**src/rtl/cfg_pkg.sv**
```systemverilog
// Shared types and fixed header offsets of the configuration register file.
// Assumes a 64-byte header and an 8-bit byte offset on the access port.
package cfg_pkg;
    localparam int CFG_BYTES  = 64;
    localparam int CFG_DWORDS = CFG_BYTES / 4;
    localparam int NUM_BARS   = 6;
    localparam int OFS_W      = 8;
    localparam int DW_W       = $clog2(CFG_DWORDS);
    localparam int BARIDX_W   = 3;

    typedef logic [OFS_W-1:0] ofs_t;

    localparam ofs_t OFS_CMD      = 8'h04;
    localparam ofs_t OFS_CLS      = 8'h0C;
    localparam ofs_t OFS_BAR0     = 8'h10;
    localparam ofs_t OFS_BAR_LAST = 8'h24;
    localparam ofs_t OFS_ROM      = 8'h30;
    localparam ofs_t OFS_INTLINE  = 8'h3C;

    typedef enum logic [2:0] {
        K_NONE, K_READ, K_BYTE, K_HALF, K_CMD, K_BAR, K_ROM
    } acc_kind_e;
endpackage

```
**src/rtl/cfg_access_decode.sv**
```systemverilog
// Classifies one access against the per-register write policy and the
// read legality rules. Purely combinational; K_NONE means illegal.
module cfg_access_decode
    import cfg_pkg::*;
(
    input  ofs_t                offset,
    input  logic [2:0]          size,
    input  logic                write,
    output logic                legal,
    output acc_kind_e           kind,
    output logic [DW_W-1:0]     dw_idx,
    output logic [BARIDX_W-1:0] bar_idx
);
    ofs_t bar_rel;
    logic in_range;
    logic aligned;

    // Decode range, alignment and target register of the access.
    always_comb begin
        bar_rel  = offset - OFS_BAR0;
        bar_idx  = bar_rel[BARIDX_W+1:2];
        dw_idx   = offset[DW_W+1:2];
        in_range = offset < ofs_t'(CFG_BYTES);
        case (size)
            3'd1:    aligned = 1'b1;
            3'd2:    aligned = ~offset[0];
            3'd4:    aligned = offset[1:0] == 2'b00;
            default: aligned = 1'b0;
        endcase
        kind = K_NONE;
        if (!write) begin
            if (in_range && aligned) kind = K_READ;
        end else begin
            case (size)
                3'd1: if (offset == OFS_CLS || offset == OFS_INTLINE) kind = K_BYTE;
                3'd2: if (offset == OFS_CMD || offset == OFS_CLS) kind = K_HALF;
                3'd4: begin
                    if (offset == OFS_CMD)
                        kind = K_CMD;
                    else if (offset >= OFS_BAR0 && offset <= OFS_BAR_LAST && offset[1:0] == 2'b00)
                        kind = K_BAR;
                    else if (offset == OFS_ROM)
                        kind = K_ROM;
                end
                default: kind = K_NONE;
            endcase
        end
        legal = kind != K_NONE;
    end
endmodule

```
**src/rtl/cfg_bar_calc.sv**
```systemverilog
// Computes the next value of a BAR for a 4-byte write: sizing probe or
// address write, both keeping the read-only type bits of the stored value.
// Assumes bit 0 of the stored value marks an I/O BAR.
module cfg_bar_calc (
    input  logic [31:0] old_val,
    input  logic [31:0] wdata,
    input  logic [31:0] span,
    output logic [31:0] next_val,
    output logic        is_io,
    output logic        is_probe
);
    logic [31:0] keep_mask;

    // Select the locked low bits and form the new BAR contents.
    always_comb begin
        is_io     = old_val[0];
        is_probe  = wdata == 32'hFFFF_FFFF;
        keep_mask = is_io ? 32'h0000_0003 : 32'h0000_000F;
        if (is_probe)
            next_val = ~(span - 32'd1) | (old_val & keep_mask);
        else
            next_val = (wdata & ~keep_mask) | (old_val & keep_mask);
    end
endmodule

```
**src/rtl/cfg_read_align.sv**
```systemverilog
// Extracts the addressed bytes of a dword for a read and zero-extends them.
// Assumes the caller has already checked size and alignment.
module cfg_read_align (
    input  logic [31:0] dword,
    input  logic [1:0]  lane,
    input  logic [2:0]  size,
    output logic [31:0] data
);
    logic [31:0] shifted;

    // Shift the addressed byte lane down and mask to the access width.
    always_comb begin
        shifted = dword >> {lane, 3'b000};
        case (size)
            3'd1:    data = {24'h0, shifted[7:0]};
            3'd2:    data = {16'h0, shifted[15:0]};
            default: data = shifted;
        endcase
    end
endmodule

```
**src/rtl/pci_cfg_header.sv**
```systemverilog
// Type-0 configuration header register file for one device function.
// Holds 16 dwords loaded from parameters on reset, serves 1/2/4-byte reads
// and applies a fixed write policy per register. All outputs are registered
// and appear one cycle after the access. Assumes one access per cycle.
module pci_cfg_header
    import cfg_pkg::*;
#(
    parameter logic [15:0]           VENDOR_ID   = 16'h1A2B,
    parameter logic [15:0]           DEVICE_ID   = 16'h3C4D,
    parameter logic [7:0]            REVISION_ID = 8'h02,
    parameter logic [23:0]           CLASS_CODE  = 24'h020000,
    parameter logic [15:0]           STATUS_INIT = 16'h0290,
    parameter logic [7:0]            INT_PIN     = 8'h01,
    parameter logic [7:0]            INT_LINE    = 8'h0B,
    parameter logic [31:0]           ROM_INIT    = 32'h0,
    parameter logic [NUM_BARS*32-1:0] BAR_INIT   = {32'h0, 32'h0, 32'h0, 32'h1, 32'h1, 32'h8},
    parameter logic [NUM_BARS*32-1:0] BAR_SIZE   = {32'h0, 32'h0, 32'h0, 32'h40, 32'h100, 32'h1000}
) (
    input  logic                clk,
    input  logic                rst_n,
    input  logic                acc_valid,
    input  logic                acc_write,
    input  logic [7:0]          acc_offset,
    input  logic [2:0]          acc_size,
    input  logic [31:0]         acc_wdata,
    output logic [31:0]         acc_rdata,
    output logic                acc_error,
    output logic                bar_upd_valid,
    output logic [2:0]          bar_upd_index,
    output logic [31:0]         bar_upd_base
);
    localparam int BAR_SLOTS = 1 << BARIDX_W;
    localparam int BAR_DW0   = int'(OFS_BAR0) / 4;
    localparam int ROM_DW    = int'(OFS_ROM) / 4;
    localparam int INT_DW    = int'(OFS_INTLINE) / 4;

    logic [31:0]          cfg_mem [CFG_DWORDS];
    logic [31:0]          size_tab [BAR_SLOTS];
    logic                 legal;
    acc_kind_e            kind;
    logic [DW_W-1:0]      dw_idx;
    logic [BARIDX_W-1:0]  bar_idx;
    logic [31:0]          cur_dword;
    logic [31:0]          rd_data;
    logic [31:0]          bar_next;
    logic                 bar_io;
    logic                 bar_probe;
    logic [31:0]          rom_next;

    // Reset image of one header dword, built from the parameters.
    function automatic logic [31:0] init_dword(input int idx);
        if (idx == 0)                                  return {DEVICE_ID, VENDOR_ID};
        if (idx == 1)                                  return {STATUS_INIT, 16'h0};
        if (idx == 2)                                  return {CLASS_CODE, REVISION_ID};
        if (idx >= BAR_DW0 && idx < BAR_DW0 + NUM_BARS) return BAR_INIT[(idx-BAR_DW0)*32 +: 32];
        if (idx == ROM_DW)                             return ROM_INIT;
        if (idx == INT_DW)                             return {16'h0, INT_PIN, INT_LINE};
        return 32'h0;
    endfunction

    // Per-slot BAR size table; slots past the last BAR read as zero.
    for (genvar g = 0; g < BAR_SLOTS; g++) begin : g_size
        if (g < NUM_BARS) begin : g_real
            assign size_tab[g] = BAR_SIZE[g*32 +: 32];
        end else begin : g_pad
            assign size_tab[g] = 32'h0;
        end
    end

    cfg_access_decode u_dec (
        .offset  (acc_offset),
        .size    (acc_size),
        .write   (acc_write),
        .legal   (legal),
        .kind    (kind),
        .dw_idx  (dw_idx),
        .bar_idx (bar_idx)
    );

    assign cur_dword = cfg_mem[dw_idx];

    cfg_read_align u_rd (
        .dword (cur_dword),
        .lane  (acc_offset[1:0]),
        .size  (acc_size),
        .data  (rd_data)
    );

    cfg_bar_calc u_bar (
        .old_val  (cur_dword),
        .wdata    (acc_wdata),
        .span     (size_tab[bar_idx]),
        .next_val (bar_next),
        .is_io    (bar_io),
        .is_probe (bar_probe)
    );

    // ROM base: the probe value reads back as all ones.
    assign rom_next = (acc_wdata == 32'hFFFF_FFFE) ? 32'hFFFF_FFFF : acc_wdata;

    // Header storage, registered read data and the two event pulses.
    always_ff @(posedge clk) begin
        if (!rst_n) begin
            for (int i = 0; i < CFG_DWORDS; i++) cfg_mem[i] <= init_dword(i);
            acc_rdata     <= 32'h0;
            acc_error     <= 1'b0;
            bar_upd_valid <= 1'b0;
            bar_upd_index <= '0;
            bar_upd_base  <= 32'h0;
        end else begin
            acc_error     <= acc_valid && !legal;
            bar_upd_valid <= 1'b0;
            if (acc_valid && legal) begin
                case (kind)
                    K_READ: acc_rdata <= rd_data;
                    K_BYTE: cfg_mem[dw_idx][{acc_offset[1:0], 3'b000} +: 8] <= acc_wdata[7:0];
                    K_HALF: cfg_mem[dw_idx][{acc_offset[1], 4'b0000} +: 16] <= acc_wdata[15:0];
                    K_CMD:  cfg_mem[dw_idx][15:0] <= acc_wdata[15:0];
                    K_BAR: begin
                        cfg_mem[dw_idx] <= bar_next;
                        if (bar_io && !bar_probe) begin
                            bar_upd_valid <= 1'b1;
                            bar_upd_index <= bar_idx;
                            bar_upd_base  <= bar_next;
                        end
                    end
                    K_ROM:  cfg_mem[dw_idx] <= rom_next;
                    default: ;
                endcase
            end
        end
    end
endmodule

```
**config.mk**
```make
export PLATFORM = sky130hd
export DESIGN_NAME = pci_cfg_header
export DESIGN_NICKNAME = d
export VERILOG_FILES = /design/src/rtl/cfg_pkg.sv /design/src/rtl/cfg_access_decode.sv /design/src/rtl/cfg_bar_calc.sv /design/src/rtl/cfg_read_align.sv /design/src/rtl/pci_cfg_header.sv
export SDC_FILE = /design/constraint.sdc
export NUM_CORES = 1
export LEC_CHECK = 0
export CORE_MARGIN = 2
export CORE_UTILIZATION = 45
export CTS_BUF_LIST = sky130_fd_sc_hd__clkbuf_8 sky130_fd_sc_hd__clkbuf_16
export CTS_CLUSTER_DIAMETER = 120
export CTS_CLUSTER_SIZE = 12
export DETAILED_ROUTE_END_ITERATION = 6
export DONT_BUFFER_PORTS = 1
export HOLD_SLACK_MARGIN = 0.12
export PLACE_DENSITY = 0.61
export SLEW_MARGIN = 20
export SYNTH_ARGS = -nofsm -noshare
export SYNTH_HDL_FRONTEND = slang
export SYNTH_HIERARCHICAL = 1
export SYNTH_SLANG_ARGS = --single-unit
```
**constraint.sdc**
```tcl
create_clock -name clk -period 3.5 [get_ports clk]
set_input_delay 0.35 -clock clk [delete_from_list [all_inputs] [get_ports clk]]
set_output_delay 0.35 -clock clk [all_outputs]
set_load 0.03 [all_outputs]
```
==> run metrics, run 1 <==
antenna violations before repair 0; Seq. cell area about 17000 um^2; register area share after synthesis 60.86%; measured slew at the worst slew-check pin 1.141 ns; std cell rows 90; Buffers on Ports 0; post-route cell area 31060 um^2; DR pass1 iterations 7; setup ws final 0.2938 ns; Die X 251.3 um; critical-path maximum fanout 35; area of the die around 63000 um^2; status finished with violations; setup violators final 0; Core Box Area ~60000 um^2; Top Family by Delay on Critical Path multiplexers; final-stage net count between 2000 and 2500; Max Slew Vio Count 0; H-tree depth 2; root buffer cell clkbuf_16; worst hold margin 0.1619 ns; vias in the first global route ~18000; DR vias 18780; leakage 10.16 nW; Logic pwr share 8.1%; Clock Latency Late Sink ~0.6 ns; Critical Path RT between 4 and 5 ns; Synth top area share between 50% and 60%; setup_tns 0 ns; CTS Buf Count 54; Max stage delay cell, worst path mux4_2; # clock sinks between 500 and 600; I/O Pins between 100 and 150; Internal Dissipation 11.11 mW; crit-path max cell delay around 0.64 ns; vias per cell 5.963; fin crit share 91.61%; Syn. warnings 6; Synth cell types 69; CTS tree built; die extent in y 251.3 um; VDD IR max 0.3883 mV; Syn Area/Cell 12.66 um^2; diode count 0; Net Sw Frac 22.47%; GR Overflow Total 0; Clk network pwr share 36.8%; Post-Layout Cell Count roughly 3200; Worst setup SP type flip-flop; crit path time final about 3.2 ns; Placed Instances 3033; Worst Skew roughly 0.019 ns; GP Congestion 0.9507; number of synthesized flops with an enable pin 512; Post-Syn Area 27530 um^2; Post-synth top flop edfxtp_1; largest net degree at the start of global routing between 100 and 150; switching pwr between 3 and 4 mW; CP Capture Type flip-flop; Data arrival, critical path ~3.8 ns; most frequent cell after synthesis nor2_1; failing checks design-rule violations; Layout area overhead 12.83%; total track usage about a quarter; WP buf/inv 2; Initial Util about 46%; area of the multi-input gates ~10000 um^2; clock buffer depth 3; Min-Delay Path Class input port to flip-flop; pre-CTS WS -0.08088 ns; critical path class flip-flop to flip-flop; DR DRC count 8; Slew HR roughly a quarter; worst-path cell chain mux4_2, mux4_2, nand2_1, or4_1, buf_4, nand2_1, a21boi_0, dlygate4sd3_1; clock-pin slew on the worst setup and hold paths 0.07 ns; first-pass GRT wire length 118400 um; RSZ-0062 raised after global routing no; Detailed Route WL 79070 um; sequential group share of total power 55.1%; fillers 5144; Gate Count Post-Synth 2175; WL/cell 25.10 um; async set or reset register ratio after synthesis 0%; post-synthesis register bit count around 580; Power Dens Cells 461.4 nW/um^2; Final ANT Viol Nets 0; layout cells sized above 1 16.39%; max cap viols 0; DRT iter0 DRCs 2460; Final Hold Viols 0; Max Clk Rate 311.9 MHz; DP HPWL 53260 um; CTS resizes 0; area leader, netlist edfxtp_1; placed instance area 29180 um^2; Post-synth top cells 530 x nor2_1, 512 x edfxtp_1, 321 x nand2_1, 160 x mux4_2, 76 x a21boi_0; Synth area leaders edfxtp_1 56%, mux4_2 13%, nor2_1 7.2%, dfxtp_1 5.0%, nand2_1 4.4%
tightest hold or removal path, stage by stage:
cell	delay (ns)
a211oi_1	0.17
a211oi_1	0.07
nand2_1	0.06
a21boi_0	0.06
per-stage QoR:
step	total power [mW]	util, %
finish	14.33	51.37
global route	14.73	51.37
CTS	14.40	51.37
detailed placement	9.146	48.26
global placement	9.120	48.26
floorplan	8.858	-
routing by layer:
| layer | global-route usage, % | part of all wire (%) | routed length [um] | vias up |
|---|---|---|---|---|
| li1 | - | - | - | 8232 |
| met1 | 34.96 | 40 | 31920 | 9477 |
| met2 | 40.70 | 48 | 37570 | 892 |
| met3 | 3.541 | 8.1 | 6393 | 183 |
| met4 | 9.388 | 4.0 | 3180 | 0 |
| met5 | 0 | 0 | 0 | - |
registers in the layout (all words and copies together), names as in the netlist:
name and count:
bar_upd_index 3, acc_rdata 32, bar_upd_base 32, cfg_mem 512
bar_upd_valid 1, acc_error 1
final timing paths:
kind,from,endpoint,slack [ns],cells past startpoint
max,cfg_mem[3][0],bar_upd_base[31],0.29,8
min,acc_offset[1],acc_rdata[8],0.16,4
max reg2reg,cfg_mem[3][0],bar_upd_base[31],0.29,8
min reg2reg,bar_upd_base[11],bar_upd_base[11],0.61,2
placed cells by master, fill, tap and decap left out, drive strengths merged, types with 12 or more instances in the layout:
master | Yosys | final
a211oi | 12 | 12
a21boi | 82 | 82
a21oi | 21 | 21
a222oi | 16 | 16
buf | 77 | 134
clkbuf | 59 | 55
conb | 1 | 80
dfxtp | 69 | 69
dlygate4sd3 | 0 | 38
edfxtp | 512 | 512
inv | 13 | 36
mux4 | 160 | 160
nand2 | 321 | 321
nand2b | 12 | 12
nand3 | 25 | 25
nand4 | 25 | 25
nor2 | 531 | 531
nor2b | 14 | 14
nor3 | 27 | 27
nor3b | 12 | 12
nor4 | 16 | 16
o21ai | 30 | 30
xor2 | 25 | 25
cell families (layout without fill, tap and decap cells):
kind of cell,count (synthesis),after routing,synth area share (%)
simple gates,1026,1026,15.99
flops,581,581,60.86
compound gates,208,208,5.495
mux,175,175,13.73
buf+inv,149,263,2.709
xor+xnor,29,29,0.9226
fa+ha+maj,6,6,0.2727
other cells,1,80,0.01362
final cells by class:
| type | instances | area share (%) |
|---|---|---|
| Clock inverter | 23 | 0.3101 |
| Tap cell | 782 | 3.150 |
| Timing Repair Buffer | 172 | 4.729 |
| Inverter | 13 | 0.1571 |
| Sequential cell | 581 | 53.94 |
| Clock buffer | 55 | 4.431 |
| Multi-Input combinational cell | 1524 | 33.28 |
power by group through the flow:
| stage | clock network (mW) | registers, mW | logic [mW] |
|---|---|---|---|
| final | 5.28 | 7.90 | 1.16 |
| after global routing | 5.60 | 7.93 | 1.21 |
| after CTS | 5.35 | 7.90 | 1.15 |
| after detailed placement | 0 | 8.05 | 1.10 |
| after global placement | 0 | 8.03 | 1.09 |
| after floorplan | 0 | 8.00 | 0.854 |
timing repair:
action	CTS	global route
setup buffers	0	0
endpoints found under the hold margin	72	0
hold buffers	39	0
Power figures use the tool's default switching activity.
==> run 2: changes to the inputs <==
--- a/config.mk
+++ b/config.mk
@@ -5,9 +5,10 @@
 export SDC_FILE = /design/constraint.sdc
 export NUM_CORES = 1
 export LEC_CHECK = 0
+export ABC_AREA = 1
 export CORE_MARGIN = 2
 export CORE_UTILIZATION = 45
-export CTS_BUF_LIST = sky130_fd_sc_hd__clkbuf_8 sky130_fd_sc_hd__clkbuf_16
+export CTS_BUF_LIST = sky130_fd_sc_hd__clkbuf_2
 export CTS_CLUSTER_DIAMETER = 120
 export CTS_CLUSTER_SIZE = 12
 export DETAILED_ROUTE_END_ITERATION = 6
==> constraint.sdc (replaced) <==
create_clock -name clk -period 3.5 [get_ports clk]
set_input_delay 0.175 -clock clk [delete_from_list [all_inputs] [get_ports clk]]
set_output_delay 0.175 -clock clk [all_outputs]
set_load 0.03 [all_outputs]
==> run metrics, run 2 <==
CTS Buf Count 54 (unchanged); Syn. warnings 6 (unchanged); placed instance area 30440 um^2 (was 29180 um^2); Gate Count Post-Synth 3216 (was 2175); antenna violations before repair 4 (was 0); vias per cell 5.632 (was 5.963); most common cell after layout, fill and taps aside nand2_1 (was nor2_1); Syn Area/Cell 9.019 um^2 (was 12.66 um^2); most frequent cell after synthesis nand2_1 (was nor2_1); worst r2r path cells 15 (was 8); Hold Path End cfg_mem[2][25] (was acc_rdata[8]); area of the multi-input gates 11090 um^2 (was 10340 um^2); max cap viols 0 (unchanged); area leader, netlist edfxtp_1 (unchanged); CP Capture Type flip-flop (unchanged); VDD IR max 0.2495 mV (was 0.3883 mV); Post-Layout Cell Count 4353 (was 3150); Synth cell types 40 (was 69); area of the die 66500 um^2 (was 63170 um^2); CTS tree built (unchanged); Final ANT Viol Nets 0 (unchanged); fin util 51.16% (was 51.37%); reg2reg end acc_rdata[0] (was bar_upd_base[31]); die extent in y 257.9 um (was 251.3 um); setup violators final 0 (unchanged); Min-Delay Startpoint acc_wdata[25] (was acc_offset[1]); setup_tns 0 ns (unchanged); WL/cell 21.98 um (was 25.10 um); Critical Path RT 4.62 ns (was 4.05 ns); most frequent cells in the layout 813 x nand2_1, 516 x nor2_1, 512 x edfxtp_1, 256 x a22oi_1, 248 x a21oi_1 (was 530 x nor2_1, 512 x edfxtp_1, 321 x nand2_1, 160 x mux4_2, 128 x buf_4); Hold Path Depth 4 (unchanged); setup ws final 0.1191 ns (was 0.2938 ns); critical-path maximum fanout 24 (was 35); post-synthesis register bit count 581 (unchanged); top flop regs cfg_mem x512, acc_rdata x32, bar_upd_base x32 (unchanged); status complete, no violations (was finished with violations); leakage 12.47 nW (was 10.16 nW); # clock sinks 581 (unchanged); CP startpoint acc_offset[4] (was cfg_mem[3][0]); H-tree depth 2 (unchanged); Post-synth top flop edfxtp_1 (unchanged); DR pass1 iterations 6 (was 7); register area share after synthesis 57.77% (was 60.86%); Post-Syn Area 29000 um^2 (was 27530 um^2); Buffers on Ports 0 (unchanged); first-pass GRT wire length 143800 um (was 118400 um); std cell rows 93 (was 90); Seq. cell area 16760 um^2 (unchanged); largest net degree at the start of global routing 135 (was 145); pre-CTS WS 0.3741 ns (was -0.08088 ns); Synth area leaders edfxtp_1 53%, nand2_1 11%, nor2_1 6.8%, a22oi_1 6.6%, dfxtp_1 4.8% (was edfxtp_1 56%, mux4_2 13%, nor2_1 7.2%, dfxtp_1 5.0%, nand2_1 4.4%); fin crit share 96.60% (was 91.61%); final-stage net count 3514 (was 2399); max reg flops 512 (unchanged); layout cells sized above 1 10.25% (was 16.39%); DR vias 24520 (was 18780); Placed Instances 4092 (was 3033); root buffer cell clkbuf_2 (was clkbuf_16); GP Congestion 0.9342 (was 0.9507); critical path class input port to flip-flop (was flip-flop to flip-flop); async set or reset register ratio after synthesis 0% (unchanged); Final Hold Viols 0 (unchanged); Max Clk Rate 295.8 MHz (was 311.9 MHz); Core Box Area 64120 um^2 (was 60470 um^2); number of synthesized flops with an enable pin 512 (unchanged); post-route cell area 32800 um^2 (was 31060 um^2); FF-to-FF setup slack 0.22 ns (was 0.29 ns); Layout area overhead 13.09% (was 12.83%); Power Dens Cells 376.7 nW/um^2 (was 461.4 nW/um^2); measured slew at the worst slew-check pin 0.9893 ns (was 1.141 ns); Die X 257.9 um (was 251.3 um); DR DRC count 0 (was 8); Min-Delay Path Class input port to flip-flop (unchanged); Slew HR 33.80% (was 23.70%); Synth top area share 53.01% (was 55.85%); Data arrival, critical path 4.50 ns (was 3.76 ns); I/O Pins 116 (unchanged); Worst setup SP type input port (was flip-flop); Worst Skew 0.1182 ns (was 0.01890 ns); total track usage 28.36% (was 25.21%); clock-pin slew on the worst setup and hold paths 0.25 ns (was 0.07 ns); Initial Util 45.24% (was 45.53%); GR Overflow Total 0 (unchanged); Largest Register cfg_mem (unchanged); fillers 5943 (was 5144); vias in the first global route 23760 (was 18390); crit path time final 3.381 ns (was 3.206 ns); Detailed Route WL 95690 um (was 79070 um); Post-synth top cells 821 x nand2_1, 523 x nor2_1, 512 x edfxtp_1, 256 x a22oi_1, 248 x a21oi_1 (was 530 x nor2_1, 512 x edfxtp_1, 321 x nand2_1, 160 x mux4_2, 76 x a21boi_0); Clock Latency Late Sink 1.20 ns (was 0.61 ns); Max Slew Vio Count 0 (unchanged); reg2reg start cfg_mem[12][8] (was cfg_mem[3][0]); clock buffer depth 3 (unchanged); DP HPWL 64240 um (was 53260 um); DRT iter0 DRCs 2796 (was 2460)
## run 2: cell count changes after synthesis, sizes merged, moves of 17 or more
cell | previous run | this run
nand2 | 321 | 890
a22oi | 0 | 256
a21oi | 21 | 248
inv | 13 | 205
mux4 | 160 | 0
nand3 | 25 | 120
a21boi | 82 | 7
o21ai | 30 | 99
clkbuf | 59 | 101
nor3 | 27 | 10
## run 2: metrics by stage
step | power [mW] | hold WS [ns]
after floorplan | 8.898 | 0.2977
after global placement | 9.322 | 0.3028
after detailed placement | 9.339 | 0.3032
after CTS | 12.36 | 0.1269
after global routing | 12.79 | 0.1201
final | 12.36 | 0.1505
## run 2: cell families (layout without fill, tap and decap cells)
family,count (synthesis),after routing,synth area share [%]
DFF,581,581,57.77
AOI/OAI and AO/OA,613,613,12.89
buffers and inverters,394,575,5.776
other,1,102,0.01293
and+or+nand+nor,1607,1607,22.87
xor gates and xnor gates,14,14,0.4227
adders and majority gates,6,6,0.2588
## run 2: worst max-delay path, stage by stage
cell and delay [ns]:
dlygate4sd3_1 0.70, nand2_1 0.39, inv_2 0.31, buf_4 0.39, nand2_1 0.11, nand2_1 0.07, inv_1 0.05, nand2_2 0.17
inv_1 0.06, nand2_1 0.05, dlygate4sd3_1 0.54, nand3_1 0.08, dlygate4sd3_1 0.59, nand2_1 0.06, dlygate4sd3_1 0.55, o21ai_0 0.08
nor2_1 0.11
## run 2: where the power goes
part	total (mW)	internal [mW]	switching, mW	leakage (nW)
Combinational	1.55	0.469	1.08	6.67
Clock	2.89	0.634	2.26	0.366
Sequential	7.92	7.81	0.104	5.43
Total	12.4	8.92	3.44	12.5
## run 2: routing by layer
metal  GRT usage (%)  wire length (um)  vias up
met5               0                 0        -
met4           11.43              4101        0
met3           4.289              8104      191
met2           45.89             44670     1138
met1           38.41             38820    11860
li1                -                 -    11330
## run 2: repair_timing
action / in CTS / in global routing
buffers inserted: 0 / 1
endpoints found under the hold margin: 1093 / 27
resized for setup: 0 / 48
setup endpoints to repair: 0 / 625
hold buffers: 166 / 8
## run 2: how the worst max path moves through the flow
stage	to	cells after the start
2_1_floorplan	bar_upd_index[1]	17
3_3_place_gp	acc_rdata[22]	15
3_5_place_dp	cfg_mem[15][20]	16
4_1_cts	cfg_mem[0][16]	19
5_1_grt	acc_rdata[0]	15
6_report	acc_rdata[0]	17
## run 2: area by class of cell
type                            instances  share of cell area, %
Timing Repair Buffer                  280                  8.022
Inverter                              206                  2.403
Clock buffer                           85                  1.297
Sequential cell                       581                  51.08
Clock inverter                          4                0.08773
Antenna cell                            4                0.03052
Tap cell                              855                  3.261
Multi-Input combinational cell       2338                  33.82
